[config.mk]
export PLATFORM = sky130hd
export DESIGN_NAME = sadc_reader
export DESIGN_NICKNAME = d
export VERILOG_FILES = /design/src/rtl/sadc_pkg.sv /design/src/rtl/sadc_downcnt.sv /design/src/rtl/sadc_shiftin.sv /design/src/rtl/sadc_reader.sv
export SDC_FILE = /design/constraint.sdc
export NUM_CORES = 1
export LEC_CHECK = 0
export ABC_AREA = 1
export ABC_CLOCK_PERIOD_IN_PS = 1700
export BUFFER_PORTS_ARGS = -buffer_cell sky130_fd_sc_hd__buf_4
export CORE_UTILIZATION = 35
export DETAILED_ROUTE_END_ITERATION = 8
export PLACE_DENSITY = 0.53
export SYNTH_ARGS = -nofsm -noshare
export SYNTH_HDL_FRONTEND = slang
export SYNTH_SLANG_ARGS = --single-unit
[constraint.sdc]
create_clock -name clk -period 1.7 [get_ports clk]
set_clock_uncertainty 0.05 [all_clocks]
set_input_delay 0.17 -clock clk [delete_from_list [all_inputs] [get_ports clk]]
set_output_delay 0.17 -clock clk [all_outputs]
set_load 0.01 [all_outputs]
[src/rtl/sadc_pkg.sv]
package sadc_pkg;

    typedef enum logic [2:0] {
        ST_IDLE      = 3'd0,
        ST_CS_SETUP  = 3'd1,
        ST_SHIFT     = 3'd2,
        ST_CS_HOLD   = 3'd3,
        ST_CONV_WAIT = 3'd4
    } sadc_state_e;

    function automatic longint unsigned ceil_div(input longint unsigned num,
                                                 input longint unsigned den);
        return (num + den - 64'd1) / den;
    endfunction

endpackage

[src/rtl/sadc_downcnt.sv]
module sadc_downcnt #(
    parameter int W = 8
) (
    input  logic         clk,
    input  logic         rst,
    input  logic         load,
    input  logic [W-1:0] load_val,
    output logic [W-1:0] cnt,
    output logic         zero
);

    always_ff @(posedge clk) begin
        if (rst)              cnt <= '0;
        else if (load)        cnt <= load_val;
        else if (cnt != '0)   cnt <= cnt - 1'b1;
    end

    assign zero = (cnt == '0);

endmodule

[src/rtl/sadc_shiftin.sv]
module sadc_shiftin #(
    parameter int W = 10
) (
    input  logic         clk,
    input  logic         rst,
    input  logic         shift_en,
    input  logic         sdi,
    input  logic         commit,
    input  logic         keep,
    output logic [W-1:0] data,
    output logic         valid
);

    logic [W-1:0] sr_q;
    logic [W-1:0] next_word;

    assign next_word = {sr_q[W-2:0], sdi};

    always_ff @(posedge clk) begin
        if (rst) begin
            sr_q  <= '0;
            data  <= '0;
            valid <= 1'b0;
        end else begin
            valid <= 1'b0;
            if (shift_en) sr_q <= next_word;
            if (commit && keep) begin
                data  <= next_word;
                valid <= 1'b1;
            end
        end
    end

    // the strobe never lasts two cycles
    a_r6_valid_single: assert property (@(posedge clk) disable iff (rst)
        valid |=> !valid);

endmodule

[src/rtl/sadc_reader.sv]
module sadc_reader #(
    parameter longint unsigned SYS_CLK_HZ   = 125_000_000,
    parameter longint unsigned IOCLK_MAX_HZ = 2_100_000,
    parameter longint unsigned CONV_NS      = 21_000,
    parameter longint unsigned CS_HOLD_NS   = 1_425,
    parameter longint unsigned ABORT_NS     = 9_000,
    parameter int              RES_W        = 10
) (
    input  logic             clk,
    input  logic             rst,
    input  logic             run,
    input  logic             abort_req,
    input  logic             sdi,
    output logic             cs_n,
    output logic             io_clk,
    output logic [RES_W-1:0] result,
    output logic             result_valid
);
    import sadc_pkg::*;

    localparam int HALF_CYC  = int'(ceil_div(SYS_CLK_HZ, 2 * IOCLK_MAX_HZ));
    localparam int HOLD_CYC  = int'(ceil_div(CS_HOLD_NS * SYS_CLK_HZ, 64'd1_000_000_000));
    localparam int CONV_CYC  = int'(ceil_div(CONV_NS * SYS_CLK_HZ, 64'd1_000_000_000));
    localparam int ABORT_CYC = int'(ceil_div(ABORT_NS * SYS_CLK_HZ, 64'd1_000_000_000));
    localparam int ABORT_LIM = ABORT_CYC - HALF_CYC - 1;
    localparam int ABORT_MIN = CONV_CYC - 1 - ABORT_LIM;
    localparam int CW        = $clog2(CONV_CYC + 1);
    localparam int HW        = (HALF_CYC > 1) ? $clog2(HALF_CYC + 1) : 1;
    localparam int BITW      = $clog2(RES_W + 1);

    sadc_state_e     state_q, state_d;
    logic            cs_n_q, phase_q, have_q;
    logic [BITW-1:0] bit_q;

    logic            wt_load, wt_zero;
    logic [CW-1:0]   wt_val, wt_cnt;
    logic            ph_load, ph_zero;
    logic [HW-1:0]   ph_cnt;
    logic            shift_en, commit, abort_ok, last_low;

    sadc_downcnt #(.W(CW)) u_wait (
        .clk(clk), .rst(rst), .load(wt_load), .load_val(wt_val),
        .cnt(wt_cnt), .zero(wt_zero)
    );

    sadc_downcnt #(.W(HW)) u_phase (
        .clk(clk), .rst(rst), .load(ph_load), .load_val(HW'(HALF_CYC - 1)),
        .cnt(ph_cnt), .zero(ph_zero)
    );

    sadc_shiftin #(.W(RES_W)) u_shift (
        .clk(clk), .rst(rst), .shift_en(shift_en), .sdi(sdi),
        .commit(commit), .keep(have_q), .data(result), .valid(result_valid)
    );

    assign abort_ok = (state_q == ST_CONV_WAIT) && abort_req && (wt_cnt > CW'(ABORT_MIN));
    assign last_low = (state_q == ST_SHIFT) && ph_zero && !phase_q && (bit_q == BITW'(RES_W));
    assign shift_en = (state_q == ST_SHIFT) && ph_zero && phase_q;
    assign commit   = shift_en && (bit_q == BITW'(RES_W - 1));

    // next state and counter loads
    always_comb begin
        state_d = state_q;
        wt_load = 1'b0;
        wt_val  = '0;
        ph_load = 1'b0;
        unique case (state_q)
            ST_IDLE: begin
                if (run) begin
                    state_d = ST_CS_SETUP;
                    wt_load = 1'b1;
                    wt_val  = CW'(HOLD_CYC - 1);
                end
            end
            ST_CS_SETUP: begin
                if (wt_zero) begin
                    state_d = ST_SHIFT;
                    ph_load = 1'b1;
                end
            end
            ST_SHIFT: begin
                if (last_low) begin
                    state_d = ST_CS_HOLD;
                    wt_load = 1'b1;
                    wt_val  = CW'(HOLD_CYC - 1);
                end else if (ph_zero) begin
                    ph_load = 1'b1;
                end
            end
            ST_CS_HOLD: begin
                if (wt_zero) begin
                    state_d = ST_CONV_WAIT;
                    wt_load = 1'b1;
                    wt_val  = CW'(CONV_CYC - HOLD_CYC - 1);
                end
            end
            ST_CONV_WAIT: begin
                if (abort_ok) begin
                    state_d = ST_CS_SETUP;
                    wt_load = 1'b1;
                    wt_val  = CW'(HOLD_CYC - 1);
                end else if (wt_zero) begin
                    state_d = ST_IDLE;
                end
            end
            default: state_d = ST_IDLE;
        endcase
    end

    // state register
    always_ff @(posedge clk) begin
        if (rst) state_q <= ST_IDLE;
        else     state_q <= state_d;
    end

    // registered outputs and frame bookkeeping
    always_ff @(posedge clk) begin
        if (rst) begin
            cs_n_q  <= 1'b1;
            phase_q <= 1'b0;
            bit_q   <= '0;
            have_q  <= 1'b0;
        end else begin
            cs_n_q <= (state_d == ST_IDLE) || (state_d == ST_CS_HOLD) ||
                      (state_d == ST_CONV_WAIT);
            if (state_q == ST_CS_SETUP) begin
                bit_q   <= '0;
                phase_q <= (state_d == ST_SHIFT);
            end else if (state_q == ST_SHIFT) begin
                if (ph_zero) begin
                    if (phase_q) begin
                        phase_q <= 1'b0;
                        bit_q   <= bit_q + 1'b1;
                    end else begin
                        phase_q <= (bit_q != BITW'(RES_W));
                    end
                end
            end else begin
                phase_q <= 1'b0;
            end
            if (commit)
                have_q <= 1'b0;
            else if ((state_q == ST_CONV_WAIT) && (state_d == ST_IDLE))
                have_q <= 1'b1;
        end
    end

    assign cs_n   = cs_n_q;
    assign io_clk = phase_q;

    // checker state: cycles spent at the present chip-select level
    logic [CW-1:0] cs_age_q;
    always_ff @(posedge clk) begin
        if (rst)
            cs_age_q <= CW'(HOLD_CYC);
        else if (cs_n_q != ((state_d == ST_IDLE) || (state_d == ST_CS_HOLD) ||
                            (state_d == ST_CONV_WAIT)))
            cs_age_q <= '0;
        else if (cs_age_q < CW'(HOLD_CYC))
            cs_age_q <= cs_age_q + 1'b1;
    end

    // a chip-select level is never shorter than the deglitch time
    a_r2_cs_level_held: assert property (@(posedge clk) disable iff (rst)
        !$stable(cs_n_q) |-> ($past(cs_age_q) >= CW'(HOLD_CYC - 1)));

    // the I/O clock rests low while deselected
    a_r4_clk_low_when_idle: assert property (@(posedge clk) disable iff (rst)
        cs_n_q |-> !phase_q);

    // the held result moves only with its strobe
    a_r6_result_held: assert property (@(posedge clk) disable iff (rst)
        1'b1 |=> (result_valid || $stable(result)));

    // the only way from the conversion wait back to selection is an abort
    a_r8_abort_path: assert property (@(posedge clk) disable iff (rst)
        ((state_q == ST_CS_SETUP) && ($past(state_q) == ST_CONV_WAIT)) |-> $past(abort_req));

    // a normal access starts only from IDLE
    a_r7_start_from_idle: assert property (@(posedge clk) disable iff (rst)
        $fell(cs_n_q) |-> ($past(state_q) == ST_IDLE || $past(state_q) == ST_CONV_WAIT));

endmodule

==> flow_metrics.py <==
metrics = {
    "status": {
        "status": "completed",
    },
    "final_layout": {
        "syn_to_final_growth_pct": 29.5,
        "diodes": 0,
        "final_common_cell": "nor2_1",
        "fin_cells": 438,
        "mostFrequentLayoutCells": "nor2_1, buf_4, inv_1",
        "nNetsFinal": 372,
        "drive_gt1_share_pct": 30.2,
    },
    "place": {
        "placed_cells": 420,
        "dp_hpwl_um": 3630,
        "place_ws_ns": -0.0279,
        "place.gp.congestion": 0.830,
        "place.port_buffers": 17,
    },
    "drt": {
        "vias": 2077,
        "dr.pass1.iters": 4,
        "wl_per_cell_um": 12.0,
        "drt_iter0_markers": 52,
        "routed_via_density": 4.74,
        "drc": 0,
        "routed_wl_um": 5270,
        "met3WireLength_um": 131,
        "top_layer": "met4",
        "met2_length_um": 2440,
        "drt-met1-wl_um": 2630,
        "ant_nets": 0,
    },
    "power": {
        "powerDensity_mw_per_mm2": 1340,
        "leakage_uw": 0.00136,
        "irDropWorstVdd_mv": 0.705,
    },
    "sta": {
        "rsz0062_at_grt": "true",
        "finalHoldViolCount": 0,
        "hold_ws_ns": 0.0867,
        "worst_pin_slew_ns": 0.658,
        "timing.final.ws_setup_ns": 0.0443,
        "setup_violations": 0,
        "fin_crit_ns": 1.66,
        "fin_crit_sh_pct": 97.4,
        "fmax_mhz": 604,
        "slew_violations": 0,
        "slew_headroom_pct": 56.0,
    },
    "die": {
        "start_util_pct": 36.5,
        "design.portCount": 18,
        "placementRows": 29,
        "die_y_um": 83.3,
        "coreArea_mm2": 0.00635,
        "die_w_um": 83.3,
        "dieArea_mm2": 0.00694,
    },
    "cts": {
        "cts_buffers": 5,
        "cts_max_level": 2,
        "root_buffer": "clkbuf_8",
        "cts.sinks": 47,
        "cts_tree": "done",
        "clk_pin_slew_worst_paths_ns": 0.10,
        "insertion_delay_ns": 0.30,
        "clockBufferDepth": 2,
    },
    "critical_path": {
        "cpMostUsedCell": "nand2_1",
        "worstPathMaxFanout": 7,
        "crit_family": "simple AND/OR/NAND/NOR gates",
        "critPathBufInv": 6,
        "cp.required_ns": 1.86,
        "critical_path.cell_chain": "inv_2 -> ha_4 -> inv_2 -> nor2_2 -> nand2_2 -> nor2_4 -> buf_4 -> a21oi_4 -> nand2_4 -> inv_4 -> nand2_1 -> inv_1 -> nand2_1 -> nand2_1 -> inv_1",
        "slowest_delay_ns": 0.35,
        "crit_path_end_kind": "flip-flop",
        "path_class": "flip-flop to flip-flop",
        "worst_path_max_delay_cell": "dfxtp_2",
        "arrival_ns": 1.82,
        "cp-start-kind": "flip-flop",
    },
    "grt": {
        "grt_pass1_wl_um": 8580,
        "grtUsageTotal_pct": 15.2,
        "grt_max_degree": 21,
        "grt_pass1_vias": 1895,
        "grt-ovfl-total": 0,
        "antenna_found_initial": 0,
    },
    "yosys": {
        "synthXorXnorAreaFrac_pct": 3.41,
        "synth_top_family_by_area": "simple AND/OR/NAND/NOR gates",
        "synth_cell_types": 34,
        "synth_mux_area_share_pct": 0,
        "syn_inst": 314,
        "syn-cell-area_mm2": 0.00231,
        "synth_compound_area_share_pct": 13.4,
        "syn-num-nets": 326,
        "synthSimpleGateAreaFrac_pct": 28.6,
        "ys_seq_area_share_pct": 40.6,
        "yosys_warnings": 0,
        "ys_ff_latch": 47,
        "synth-adder-area-share_pct": 3.78,
        "avgSynthCellArea_um2": 7.37,
    },
    "job": {
        "drv_cap": 0,
    },
    "hold_path": {
        "hold_class": "primary input to flip-flop",
    },
}
==> metrics by stage <==
step | area [um^2] | utilization [%] | TNS, ns | power [uW]
after floorplan | 2310 | - | 0 | 2530
after global placement | 2640 | 41.6 | 0 | 2980
after detailed placement | 2640 | 41.6 | -0.0544 | 2960
after CTS | 2760 | 43.5 | 0 | 3850
after global routing | 3000 | 47.2 | -0.478 | 4330
final | 3000 | 47.2 | 0 | 4030
==> registers in the layout, summed over array words and instances (netlist names) <==
signal / count
u_shift.sr_q: 9
u_shift.valid: 1
state_q: 3
u_phase.cnt: 5
have_q: 1
bit_q: 4
u_shift.data: 10
io_clk: 1
cs_n: 1
u_wait.cnt: 12
==> area by class of cell <==
cell class / instances / area [um^2]
sequential: 47 / 953
clock buffer: 5 / 68.8
timing repair buffer: 46 / 375
multi-input combinational: 211 / 1260
tap: 77 / 96.3
clock inverter: 3 / 47.5
fill: 657 / 3350
inverter: 49 / 194
==> power breakdown <==
group          switching [uW]  total, uW  internal [uW]
clock network             421        868            447
registers                 175       1470           1300
logic                     936       1690            755
==> cells by family (layout without fill, tap and decap cells) <==
logic type | after synthesis | after routing
XOR/XNOR | 9 | 9
AND/OR/NAND/NOR | 135 | 136
adder cells (fa/ha/maj) | 7 | 7
AO/OA/AOI/OAI | 59 | 59
flip-flops | 47 | 47
buffers and inverters | 57 | 103
==> cell usage after synthesis <==
master / n / area, um^2
nand3_1: 15 / 75.1
nor3b_2: 1 / 12.5
nand3b_1: 1 / 7.51
nand4_1: 4 / 25.0
buf_4: 2 / 15.0
nand2_1: 37 / 139
ha_1: 7 / 87.6
nand3_2: 2 / 20.0
xnor2_1: 2 / 17.5
nand2_4: 1 / 11.3
nor2_1: 57 / 214
nor3_1: 4 / 20.0
nor3_2: 1 / 10.0
xor2_1: 7 / 61.3
o21ai_0: 31 / 155
inv_2: 2 / 7.51
a21oi_1: 21 / 105
and3_1: 2 / 12.5
o31ai_1: 1 / 7.51
nand3b_4: 1 / 20.0
buf_6: 1 / 11.3
dfxtp_1: 47 / 941
nor2_4: 2 / 22.5
inv_6: 1 / 8.76
inv_1: 46 / 173
a31oi_1: 3 / 18.8
o211ai_1: 1 / 7.51
a211oi_1: 1 / 7.51
nand2_2: 3 / 18.8
nor2_2: 2 / 12.5
nand4_4: 2 / 42.5
buf_1: 1 / 3.75
a2111oi_0: 1 / 8.76
clkbuf_1: 4 / 15.0
==> path summary, 6_finish.rpt <==
kind	start	end	slack, ns	depth (start not counted)
setup / recovery	u_phase.cnt[1]$_SDFFE_PP0P_	cs_n$_SDFF_PP1_	0.04	15
hold / removal	sdi	u_shift.data[0]$_SDFFE_PP0P_	0.09	3
setup reg to reg	u_phase.cnt[1]$_SDFFE_PP0P_	cs_n$_SDFF_PP1_	0.04	15
hold reg to reg	u_shift.data[4]$_SDFFE_PP0P_	u_shift.data[4]$_SDFFE_PP0P_	0.40	2
==> worst reg2reg max path, delay by kind of cell, from the launching register on <==
kind / cells / cell delay (ns)
flip-flops: 1 / 0.35
AND/OR/NAND/NOR: 7 / 0.44
buffers and inverters: 6 / 0.41
adder cells (fa/ha/maj): 1 / 0.15
AO/OA/AOI/OAI: 1 / 0.16
==> per-layer routing <==
layer | GRT usage, % | vias to the layer above
met5 | 0 | -
met4 | 4.70 | 0
met3 | 3.18 | 5
met2 | 25.0 | 19
met1 | 19.9 | 953
li1 | - | 1100
==> timing repair <==
item | CTS | global route
setup buffers | 0 | 8
setup endpoints to repair | 3 | 31
pin swaps | 0 | 11
hold buffers | 0 | 0
gates cloned | 0 | 2
gates resized for setup | 1 | 58
(Power assumes the default switching activity.)
